[src/rtl/i2cm_pkg.sv]
package i2cm_pkg;

  // Strobes issued by the sequencer to the datapath, one cycle each
  typedef struct packed {
    logic clear;      // empty the queue
    logic hostPush;   // append host byte
    logic rxPush;     // append received byte
    logic pop;        // drop head byte
    logic loadShift;  // copy head into shift register
    logic shift;      // shift left by one
    logic shiftBit;   // bit inserted on shift
    logic setCount;   // load read count from host byte
    logic loadRemain; // start read countdown
    logic decRemain;  // one byte received
    logic setNack;    // refusal seen
    logic clrNack;    // new command started
  } ctrlStrobes_t;

endpackage

[src/rtl/i2cm_datapath.sv]
module i2cm_datapath
  import i2cm_pkg::*;
#(
  parameter int DEPTH = 16
) (
  input  logic         clk,
  input  logic         rstN,
  input  ctrlStrobes_t strb,
  input  logic [7:0]   wrByte,
  output logic [7:0]   head,
  output logic         fifoEmpty,
  output logic         fifoFull,
  output logic         shiftMsb,
  output logic         remainZero,
  output logic         remainOne,
  output logic         nack
);
  localparam int PTR_W = (DEPTH > 1) ? $clog2(DEPTH) : 1;
  localparam int CNT_W = PTR_W + 1;

  logic [7:0]       mem [DEPTH];
  logic [PTR_W-1:0] wrPtr, rdPtr;
  logic [CNT_W-1:0] count;
  logic [7:0]       shiftReg;
  logic [7:0]       rxCount;
  logic [7:0]       remain;
  logic             doPop, doPush, pushReq;
  logic [7:0]       pushData;

  function automatic logic [PTR_W-1:0] nextPtr(input logic [PTR_W-1:0] p);
    return (p == PTR_W'(DEPTH - 1)) ? '0 : p + PTR_W'(1);
  endfunction

  assign fifoEmpty = (count == '0);
  assign fifoFull  = (count == CNT_W'(DEPTH));
  assign pushReq   = strb.hostPush | strb.rxPush;
  assign doPop     = strb.pop & ~fifoEmpty & ~strb.clear;
  assign doPush    = pushReq & ~strb.clear & (~fifoFull | doPop);
  assign pushData  = strb.rxPush ? shiftReg : wrByte;
  assign head      = fifoEmpty ? 8'h00 : mem[rdPtr];

  always_ff @(posedge clk or negedge rstN) begin
    if (!rstN) begin
      wrPtr <= '0;
      rdPtr <= '0;
      count <= '0;
    end else if (strb.clear) begin
      wrPtr <= '0;
      rdPtr <= '0;
      count <= '0;
    end else begin
      if (doPush) wrPtr <= nextPtr(wrPtr);
      if (doPop)  rdPtr <= nextPtr(rdPtr);
      count <= count + CNT_W'(doPush) - CNT_W'(doPop);
    end
  end

  always_ff @(posedge clk) begin
    if (doPush) mem[wrPtr] <= pushData;
  end

  // Shift register, read counters and refusal flag
  always_ff @(posedge clk or negedge rstN) begin
    if (!rstN) begin
      shiftReg <= '0;
      rxCount  <= '0;
      remain   <= '0;
      nack     <= 1'b0;
    end else begin
      if (strb.loadShift)  shiftReg <= head;
      else if (strb.shift) shiftReg <= {shiftReg[6:0], strb.shiftBit};
      if (strb.setCount)   rxCount <= wrByte;
      if (strb.loadRemain) remain <= strb.setCount ? wrByte : rxCount;
      else if (strb.decRemain && remain != '0) remain <= remain - 8'd1;
      if (strb.clrNack)      nack <= 1'b0;
      else if (strb.setNack) nack <= 1'b1;
    end
  end

  assign shiftMsb   = shiftReg[7];
  assign remainZero = (remain == 8'd0);
  assign remainOne  = (remain == 8'd1);

  a_r2_no_overflow: assert property (@(posedge clk) disable iff (!rstN)
    count <= CNT_W'(DEPTH));

  a_r2_full_push_ignored: assert property (@(posedge clk) disable iff (!rstN)
    (fifoFull && strb.hostPush && !strb.pop && !strb.clear) |=> (count == $past(count)));

  a_r3_clear_empties: assert property (@(posedge clk) disable iff (!rstN)
    strb.clear |=> fifoEmpty);

  a_r4_pop_removes_one: assert property (@(posedge clk) disable iff (!rstN)
    (strb.pop && !fifoEmpty && !strb.clear && !pushReq) |=> (count == $past(count) - CNT_W'(1)));

  a_r11_nack_cleared: assert property (@(posedge clk) disable iff (!rstN)
    (strb.clrNack && !strb.setNack) |=> !nack);

endmodule

[src/rtl/i2cm_control.sv]
module i2cm_control
  import i2cm_pkg::*;
#(
  parameter int QUARTER = 4
) (
  input  logic         clk,
  input  logic         rstN,
  input  logic         hostRd,
  input  logic         hostWr,
  input  logic [4:0]   cmdBits,
  input  logic         sdaIn,
  input  logic         fifoEmpty,
  input  logic         shiftMsb,
  input  logic         remainZero,
  input  logic         remainOne,
  output ctrlStrobes_t strb,
  output logic         hostAck,
  output logic         sclOe,
  output logic         sdaOe
);
  localparam int DIV_W = (QUARTER > 1) ? $clog2(QUARTER) : 1;

  typedef enum logic [2:0] {S_IDLE, S_START, S_TXB, S_RXB, S_STOP} state_t;

  state_t           state, stateNxt;
  logic [DIV_W-1:0] divCnt;
  logic [1:0]       q;
  logic [3:0]       bitIdx, bitIdxNxt;
  logic             rxMode, rxModeNxt;
  logic             ackSeen, ackNxt, sdaDrive;
  logic             busy, tick, sampleTick, slotEnd;

  wire cmdClear = cmdBits[0];
  wire cmdPush  = cmdBits[1];
  wire cmdTx    = cmdBits[2];
  wire cmdRx    = cmdBits[3];
  wire cmdCount = cmdBits[4];

  assign busy       = (state != S_IDLE);
  assign tick       = busy && (divCnt == DIV_W'(QUARTER - 1));
  assign sampleTick = tick && (q == 2'd2);
  assign slotEnd    = tick && (q == 2'd3);

  // Quarter-bit timebase
  always_ff @(posedge clk or negedge rstN) begin
    if (!rstN) begin
      divCnt <= '0;
      q      <= '0;
    end else if (!busy) begin
      divCnt <= '0;
      q      <= '0;
    end else if (tick) begin
      divCnt <= '0;
      q      <= q + 2'd1;
    end else begin
      divCnt <= divCnt + DIV_W'(1);
    end
  end

  // Sequencer
  always_comb begin
    strb      = '0;
    stateNxt  = state;
    bitIdxNxt = bitIdx;
    rxModeNxt = rxMode;
    ackNxt    = 1'b0;
    sdaDrive  = 1'b0;
    unique case (state)
      S_IDLE: begin
        if (hostWr) begin
          strb.clear    = cmdClear;
          strb.hostPush = cmdPush & ~cmdClear;
          strb.setCount = cmdCount;
          if (cmdTx || cmdRx) begin
            stateNxt        = S_START;
            rxModeNxt       = ~cmdTx;
            strb.clrNack    = 1'b1;
            strb.loadRemain = 1'b1;
          end else begin
            ackNxt = 1'b1;
          end
        end else if (hostRd) begin
          strb.pop = 1'b1;
          ackNxt   = 1'b1;
        end
      end
      S_START: begin
        if (slotEnd) begin
          if (fifoEmpty) begin
            stateNxt = S_STOP;
          end else begin
            strb.loadShift = 1'b1;
            strb.pop       = 1'b1;
            bitIdxNxt      = '0;
            stateNxt       = S_TXB;
          end
        end
      end
      S_TXB: begin
        sdaDrive = (bitIdx < 4'd8) ? ~shiftMsb : 1'b0;
        if (slotEnd) begin
          if (bitIdx < 4'd8) begin
            strb.shift = 1'b1;
            bitIdxNxt  = bitIdx + 4'd1;
          end else if (!ackSeen) begin
            strb.setNack = 1'b1;
            stateNxt     = S_STOP;
          end else if (rxMode) begin
            bitIdxNxt = '0;
            stateNxt  = remainZero ? S_STOP : S_RXB;
          end else if (fifoEmpty) begin
            stateNxt = S_STOP;
          end else begin
            strb.loadShift = 1'b1;
            strb.pop       = 1'b1;
            bitIdxNxt      = '0;
          end
        end
      end
      S_RXB: begin
        sdaDrive = (bitIdx == 4'd8) && !remainOne;
        if (sampleTick && bitIdx < 4'd8) begin
          strb.shift    = 1'b1;
          strb.shiftBit = sdaIn;
        end
        if (slotEnd) begin
          if (bitIdx < 4'd8) begin
            bitIdxNxt = bitIdx + 4'd1;
          end else begin
            strb.rxPush    = 1'b1;
            strb.decRemain = 1'b1;
            bitIdxNxt      = '0;
            if (remainOne) stateNxt = S_STOP;
          end
        end
      end
      S_STOP: begin
        if (slotEnd) begin
          stateNxt = S_IDLE;
          ackNxt   = 1'b1;
        end
      end
      default: stateNxt = S_IDLE;
    endcase
  end

  always_ff @(posedge clk or negedge rstN) begin
    if (!rstN) begin
      state   <= S_IDLE;
      bitIdx  <= '0;
      rxMode  <= 1'b0;
      ackSeen <= 1'b0;
      hostAck <= 1'b0;
    end else begin
      state   <= stateNxt;
      bitIdx  <= bitIdxNxt;
      rxMode  <= rxModeNxt;
      hostAck <= ackNxt;
      if (sampleTick && state == S_TXB && bitIdx == 4'd8) ackSeen <= ~sdaIn;
    end
  end

  // Open-drain pin enables, registered from the bit phase
  always_ff @(posedge clk or negedge rstN) begin
    if (!rstN) begin
      sclOe <= 1'b0;
      sdaOe <= 1'b0;
    end else begin
      unique case (state)
        S_IDLE: begin
          sclOe <= 1'b0;
          sdaOe <= 1'b0;
        end
        S_START: begin
          sclOe <= 1'b0;
          sdaOe <= q[1];
        end
        S_TXB, S_RXB: begin
          sclOe <= ~q[1];
          if (q == 2'd1) sdaOe <= sdaDrive;
        end
        S_STOP: begin
          sclOe <= ~q[1];
          if (q != 2'd0) sdaOe <= (q != 2'd3);
        end
        default: begin
          sclOe <= 1'b0;
          sdaOe <= 1'b0;
        end
      endcase
    end
  end

  a_r5_ack_single_cycle: assert property (@(posedge clk) disable iff (!rstN)
    hostAck |=> !hostAck);

  a_r5_ack_only_when_idle: assert property (@(posedge clk) disable iff (!rstN)
    hostAck |-> (state == S_IDLE));

  a_r7_refusal_goes_stop: assert property (@(posedge clk) disable iff (!rstN)
    (state == S_TXB && slotEnd && bitIdx == 4'd8 && !ackSeen) |=> (state == S_STOP));

  a_r9_master_ack_policy: assert property (@(posedge clk) disable iff (!rstN)
    (state == S_RXB && bitIdx == 4'd8 && q == 2'd2) |-> (sdaOe == !remainOne));

  a_r12_sda_steady_scl_high: assert property (@(posedge clk) disable iff (!rstN)
    ((state == S_TXB || state == S_RXB) && !sclOe && !$past(sclOe)) |-> $stable(sdaOe));

endmodule

[src/rtl/i2c_fifo_master.sv]
module i2c_fifo_master
  import i2cm_pkg::*;
#(
  parameter int DEPTH   = 16,
  parameter int QUARTER = 4
) (
  input  logic        clk,
  input  logic        rstN,
  input  logic        hostRd,
  input  logic        hostWr,
  input  logic [12:0] hostWrData,
  output logic [10:0] hostRdData,
  output logic        hostAck,
  output logic        sclOe,
  output logic        sdaOe,
  input  logic        sdaIn
);
  ctrlStrobes_t strb;
  logic [7:0]   head;
  logic         fifoEmpty, fifoFull, shiftMsb, remainZero, remainOne, nack;

  i2cm_control #(.QUARTER(QUARTER)) u_control (
    .clk        (clk),
    .rstN       (rstN),
    .hostRd     (hostRd),
    .hostWr     (hostWr),
    .cmdBits    (hostWrData[12:8]),
    .sdaIn      (sdaIn),
    .fifoEmpty  (fifoEmpty),
    .shiftMsb   (shiftMsb),
    .remainZero (remainZero),
    .remainOne  (remainOne),
    .strb       (strb),
    .hostAck    (hostAck),
    .sclOe      (sclOe),
    .sdaOe      (sdaOe)
  );

  i2cm_datapath #(.DEPTH(DEPTH)) u_datapath (
    .clk        (clk),
    .rstN       (rstN),
    .strb       (strb),
    .wrByte     (hostWrData[7:0]),
    .head       (head),
    .fifoEmpty  (fifoEmpty),
    .fifoFull   (fifoFull),
    .shiftMsb   (shiftMsb),
    .remainZero (remainZero),
    .remainOne  (remainOne),
    .nack       (nack)
  );

  assign hostRdData = {nack, fifoFull, fifoEmpty, head};

endmodule

[config.mk]
export PLATFORM = sky130hd
export DESIGN_NAME = i2c_fifo_master
export DESIGN_NICKNAME = d
export VERILOG_FILES = /design/src/rtl/i2cm_pkg.sv /design/src/rtl/i2cm_datapath.sv /design/src/rtl/i2cm_control.sv /design/src/rtl/i2c_fifo_master.sv
export SDC_FILE = /design/constraint.sdc
export NUM_CORES = 1
export LEC_CHECK = 0
export ABC_CLOCK_PERIOD_IN_PS = 3800
export BUFFER_PORTS_ARGS = -buffer_cell sky130_fd_sc_hd__buf_2
export CAP_MARGIN = 10
export CELL_PAD_IN_SITES_DETAIL_PLACEMENT = 1
export CELL_PAD_IN_SITES_GLOBAL_PLACEMENT = 1
export CORE_MARGIN = 4
export CORE_UTILIZATION = 50
export DETAILED_ROUTE_END_ITERATION = 10
export GPL_TIMING_DRIVEN = 0
export PLACE_DENSITY_LB_ADDON = 0.2
export SYNTH_ARGS = -nofsm -noshare
export SYNTH_HDL_FRONTEND = slang
export SYNTH_SLANG_ARGS = --single-unit
[constraint.sdc]
create_clock -name clk -period 3.8 [get_ports clk]
set_input_delay 0.19 -clock clk [delete_from_list [all_inputs] [get_ports clk]]
set_output_delay 0.19 -clock clk [all_outputs]
set_load 0.1 [all_outputs]
Yosys cells after proc, flatten, opt, wreduce, memory -nomap -nowiden
Memories as Yosys holds them, arrays and structs flattened.
Cells that the tools add are included.
Storage, ports and cells
  register bits after elaboration: 54
  latch bits: 0
  ROM bits: 0
  logic and storage cells: 181
  bits in writable memories: 128
  memories: 1
  output and inout bits: 14
  input bits: 18
Operators by class
  equal/unequal tests: 28
  divide/modulo/power cells: 0
  add/subtract/negate cells: 8
  multipliers: 0
  order comparisons: 1
  muxes and demuxes: 84
  bitwise logic cells: 15
  shifts and indexed selects: 0
  reduce and logical (&&, ||, !) cells: 28
Memories
  u_datapath.mem: words 16, width 8, rd ports 1, clocked after Yosys merged registers in 0, write ports 1, RTL line i2cm_datapath.sv:21  | logic [7:0] mem [DEPTH];
Operators by type and width (count)
  2-to-1 mux 4 bit: 14
  2-to-1 mux 8 bit: 7
  2-to-1 mux 3 bit: 15
  2-to-1 mux 2 bit: 14
  2-to-1 mux 1 bit: 25
  inequality test 2 x 1 -> 1 bit, second input constant: 8
  one-hot mux 3 bit (5 select lines): 1
  adder 4 x 1 -> 4 bit, second input constant: 3
  == test 4 bit, second input constant: 3
  one-hot mux 4 bit (3 select lines): 1
  nonzero test 2 bit: 6
  inequality test 2 bit, second input constant: 5
  AND reduction 10 bit: 1
  == test 8 x 1 -> 1 bit, second input constant: 1
  logical AND 1 bit: 8
  zero test 8 bit: 1
  NOT 1 bit: 8
  one-hot mux 1 bit (2 select lines): 4
  nonzero test 8 bit: 1
  subtractor 8 x 1 -> 8 bit, second input constant: 1
  == test 2 bit, second input constant: 3
  == test 3 x 2 -> 1 bit, second input constant: 2
  one-hot mux 1 bit (3 select lines): 2
  nonzero test 3 bit: 2
  22 further kinds: 28

Depth between registers and ports, before layout
  word-level depth: 14
  mapped depth: 16
  gate-level depth less buffers: 15

Hierarchy
From an unflattened synthesis, not the netlist that was laid out.
Second synthesis, totals
  cells, all modules: 557
  area, all modules: 8325.5 um^2
By module, submodules not included
  i2cm_datapath: cells an instance 427, times used 1, seq. area each 4794.6 um^2, area each 7174.4 um^2
  i2cm_control: cells an instance 127, times used 1, seq. area each 400.4 um^2, area each 1128.6 um^2
  i2c_fifo_master: cells an instance 3, times used 1, seq. area each 0.0 um^2, area each 22.5 um^2

Worst setup path before layout
No wires, ideal clock.
  kind: reg2reg
  start: reg u_datapath.count[3]
  end: reg u_datapath.count[4]
  arrival time: 2.880 ns
  required time: 3.722 ns
  period minus slack after synthesis: 2.958 ns
  cell stages (with the launch flop): 17
  path slack: 0.842 ns
  buffers on the path: 1
  setup time: 0.078 ns
  cells stage by stage: dfrtp_1 inv_1 ha_1 or4b_4 clkinv_4 o31ai_1 o21ai_1 nor3_2 buf_2 ha_1 inv_1 fa_1 inv_1 a21oi_1 nor2_1 or3_1 a21oi_1
Between the ends
  cells in the longest elaborated chain, start to end: 14
  elaborated cells on any way between the ends: 18
  classes of those cells: add/sub (2); eq/ne (1); mux (8); bitwise (6); reduce/logical (1)
Ends and longest elaborated chain
  start: declaration: RTL line i2cm_datapath.sv:23  | logic [CNT_W-1:0] count;
  start signal: assignment: RTL line i2cm_datapath.sv:54  | count <= count + CNT_W'(doPush) - CNT_W'(doPop);
  zero test 5 bit *: RTL line i2cm_datapath.sv:34  | assign fifoEmpty = (count == '0);
  via fifoEmpty: RTL line i2c_fifo_master.sv:20  | logic fifoEmpty, fifoFull, shiftMsb, remainZero, remainOne, nack;
  2-to-1 mux 2 bit: RTL line i2cm_control.sv:89, i2cm_control.sv:111
  2-to-1 mux 2 bit: RTL line i2cm_control.sv:108  | end else if (rxMode) begin
  2-to-1 mux 2 bit: RTL line i2cm_control.sv:105  | end else if (!ackSeen) begin
  2-to-1 mux 2 bit: RTL line i2cm_control.sv:102  | if (bitIdx < 4'd8) begin
  2-to-1 mux 3 bit: RTL line i2cm_control.sv:101  | if (slotEnd) begin
  one-hot mux 1 bit (3 select lines): RTL line i2cm_control.sv:68  | unique case (state)
  AND 1 bit * (2 in series): RTL line i2cm_datapath.sv:37  | assign doPop = strb.pop & ~fifoEmpty & ~strb.clear;
  bitwise OR 1 bit: RTL line i2cm_datapath.sv:38  | assign doPush = pushReq & ~strb.clear & (~fifoFull | doPop);
  AND 1 bit: RTL line i2cm_datapath.sv:38
  adder 5 x 1 -> 5 bit: RTL line i2cm_datapath.sv:54
  subtractor 5 x 1 -> 5 bit *: RTL line i2cm_datapath.sv:54
  2-to-1 mux 5 bit *: RTL line i2cm_datapath.sv:47  | end else if (strb.clear) begin
Mark *: on every way through the listed nets, which the timed path passes. The rest lies on a longest branch.
A chain may end at the register's enable or synchronous reset.

Worst setup path in the final report
  start: reg u_datapath.rdPtr[1]
  end: out hostRdData[5]
Between the ends
  cells in the longest elaborated chain, start to end: 2
Ends and longest elaborated chain
  start: declaration: RTL line i2cm_datapath.sv:22  | logic [PTR_W-1:0] wrPtr, rdPtr;
  start signal: assignment: RTL line i2cm_datapath.sv:53  | if (doPop) rdPtr <= nextPtr(rdPtr);
  memory read (16 x 8 bit)
  2-to-1 mux 8 bit: RTL line i2cm_datapath.sv:40  | assign head = fifoEmpty ? 8'h00 : mem[rdPtr];
  end: declaration: RTL line i2c_fifo_master.sv:12  | output logic [10:0] hostRdData,
No other way between the ends.

==> flow_summary.yaml <==
synthesis:
  synth_edf_count: 128
  synth_commonest_cells: "edfxtp_1, dfrtp_1, mux2i_1, nand2_1, inv_1"
  syn_area_per_cell_um2: 13.8
  synth_seq_cells: 182
  synthXorXnorAreaFrac_pct: 1.05
  synth_cells: 608
  muxShareOfSynthArea_pct: 11.3
  synth_top_family_by_area: "multiplexers"
  synth-async-reset-ratio_pct: 29.7
  synthSimpleGateAreaFrac_pct: 10.5
  synth_top_cell_by_area: "edfxtp_1"
  synth_area_leaders: "edfxtp_1, dfrtp_1, mux2i_1"
  yosysUniqueCellTypes: 66
  synth_seq_area_share_pct: 62.1
  synth_nets: 647
  synth_compound_area_share_pct: 8.66
  synth_top_area_share_pct: 46.0
  synthAdderAreaFrac_pct: 3.23
  syn_area_mm2: 0.00836
  synth_flop_cell: "edfxtp_1"
  yosysMostFrequentCell: "edfxtp_1"
  synth_warnings: 0
critical_path:
  reg2reg_from: "u_datapath.count[2]"
  endpoint_kind: "output port"
  cp.required_ns: 3.61
  cp_max_fo: 10
  start_kind: "flop"
  crit_start: "u_datapath.rdPtr[1]"
  critPathKind: "flop to output port"
  cp.arrival_ns: 3.52
route:
  wirelength_um: 21800
  drt_iter0_drc: 484
  drc: 0
  first_pass_iters: 5
  num_vias: 5461
  wire_per_inst_um: 24.4
  ant_nets: 0
  via_per_inst: 6.10
worst_hold_path:
  hp-class: "primary input to flop"
  hold_start: "hostWrData[1]"
pwr:
  leakagePower_nw: 3.51
  peakVddDrop_mv: 0.525
  powerDensity_mw_per_mm2: 740
  power_w: 0.00699
clock_tree:
  clock_sinks: 182
  numCtsBuffers: 17
  htreeDepth: 4
  clkLatencyLatePin_ns: 0.43
  cts_root_buf: "clkbuf_16"
  tritoncts: "built"
  path_clk_slew_ns: 0.07
  cts_buffer_depth: 2
floorplan:
  initial_core_util_pct: 50.8
  die_area_mm2: 0.0189
  io_pins: 32
  fp.dieH_um: 137
  rows: 47
  die_w_um: 137
  core_mm2: 0.0165
final_layout:
  n_antenna_cell: 0
  final_nets: 701
  layout-drive-gt1-share_pct: 17.9
  area_delta_synth_final_pct: 13.0
  fin_util_pct: 57.4
sta:
  fin_crit_sh_pct: 97.6
  finalSetupViolCount: 0
  finalClockSkew_ns: 0.00507
  rsz0062_at_grt: "false"
  hold_viol_final: 0
  max_slew_margin_pct: 31.6
  finalSetupTns_ns: 0
  layout_min_cycle_time_ns: 3.71
  slew_violations: 0
  worst_pin_slew_ns: 1.02
  fmax_mhz: 270
placed_design:
  placement.io_buffers: 31
  hpwlAfterDp_um: 15200
  gp_congestion: 0.891
global_route:
  grt_pass1_wl_um: 33800
  first_global_vias: 5767
  grt_max_degree: 30
  grt.overflow.total: 0
  antenna_found_initial: 0
  grt_usage_pct: 24.7
run_status:
  status: "finished clean"
job:
  cap_violations: 0
## metal layers
| metal | track usage [%] | vias up | wire (µm) |
|---|---|---|---|
| li1 | - | 2433 | - |
| met1 | 34.7 | 2846 | 9530 |
| met2 | 40.0 | 148 | 10800 |
| met3 | 4.27 | 34 | 1090 |
| met4 | 7.15 | 0 | 389 |
| met5 | 0 | - | 0 |
## power by group
part,internal [W],switching [W],leakage [nW]
clock,0.000985,0.000794,0.290
combinational,0.000829,0.00183,1.37
sequential,0.00235,0.000197,1.85
## logic make-up after synthesis
logic type / after synthesis
mux: 72
xor+xnor: 10
flops: 182
buf+inv: 63
compound gates: 102
simple gates: 158
fa+ha+maj: 21
## through the flow
stage	setup WS, ns	area (µm²)	instances	hold slack (ns)
global route	0.00540	9450	895	0.0413
detailed placement	0.217	8810	860	0.265
global placement	0.339	8790	859	0.402
CTS	0.125	9430	895	0.0285
floorplan	0.842	8360	608	-0.106
finish	0.0923	9450	895	0.0458
## worst max-delay path, cell delays in order (launching register included)
cell and delay (ns):
dfrtp_1 0.40, clkbuf_1 0.24, buf_2 0.36, clkbuf_1 0.55
mux4_2 0.43, a221oi_1 0.69, inv_1 0.09, buf_2 0.32
## sequential cells by signal, summed over array words and instances, names as in the netlist
signal and count:
u_control.q 2, u_control.ackSeen 1, u_datapath.count 5, u_datapath.mem 128, u_datapath.shiftReg 8, u_control.sclOe 1, u_control.bitIdx 4, u_datapath.rdPtr 4
u_control.rxMode 1, u_control.divCnt 2, u_control.state 3, u_control.hostAck 1, u_datapath.rxCount 8, u_datapath.wrPtr 4, u_datapath.remain 8, u_control.sdaOe 1
u_datapath.nack 1
## final timing paths
path	end	slack, ns	cells after the start
setup / recovery	hostRdData[5]	0.09	7
hold / removal	u_datapath.rxCount[1]	0.05	2
setup reg to reg	u_datapath.count[4]	0.40	15
hold reg to reg	u_control.divCnt[0]	0.46	1
max in group asynchronous	u_control.ackSeen	2.87	3
min in group asynchronous	u_datapath.count[2]	0.32	2
## cells in the final DEF (no fill, tap or decap), types with 18 or more instances in the layout
cell      instances
ha_1             20
buf_2            40
nor2_1           24
inv_1            28
mux2_2           18
and3_1           22
mux2i_1          38
nand2_1          38
dfrtp_1          54
edfxtp_1        128
## cell type report
class	instances	area [µm²]
Fill cell	1625	7020
Sequential cell	182	5190
Multi-Input combinational cell	363	2920
Clock buffer	17	425
Tap cell	220	275
Timing Repair Buffer	35	205
Clock inverter	15	165
Buffer	34	150
Inverter	29	114
## repair_timing
item | CTS | global route
hold buffers | 3 | 0
buffers inserted | 0 | 0
endpoints found under the setup margin | 0 | 1
endpoints found under the hold margin | 27 | 0
resized for setup | 0 | 3
Note: power is estimated with default switching activity, not from simulation.
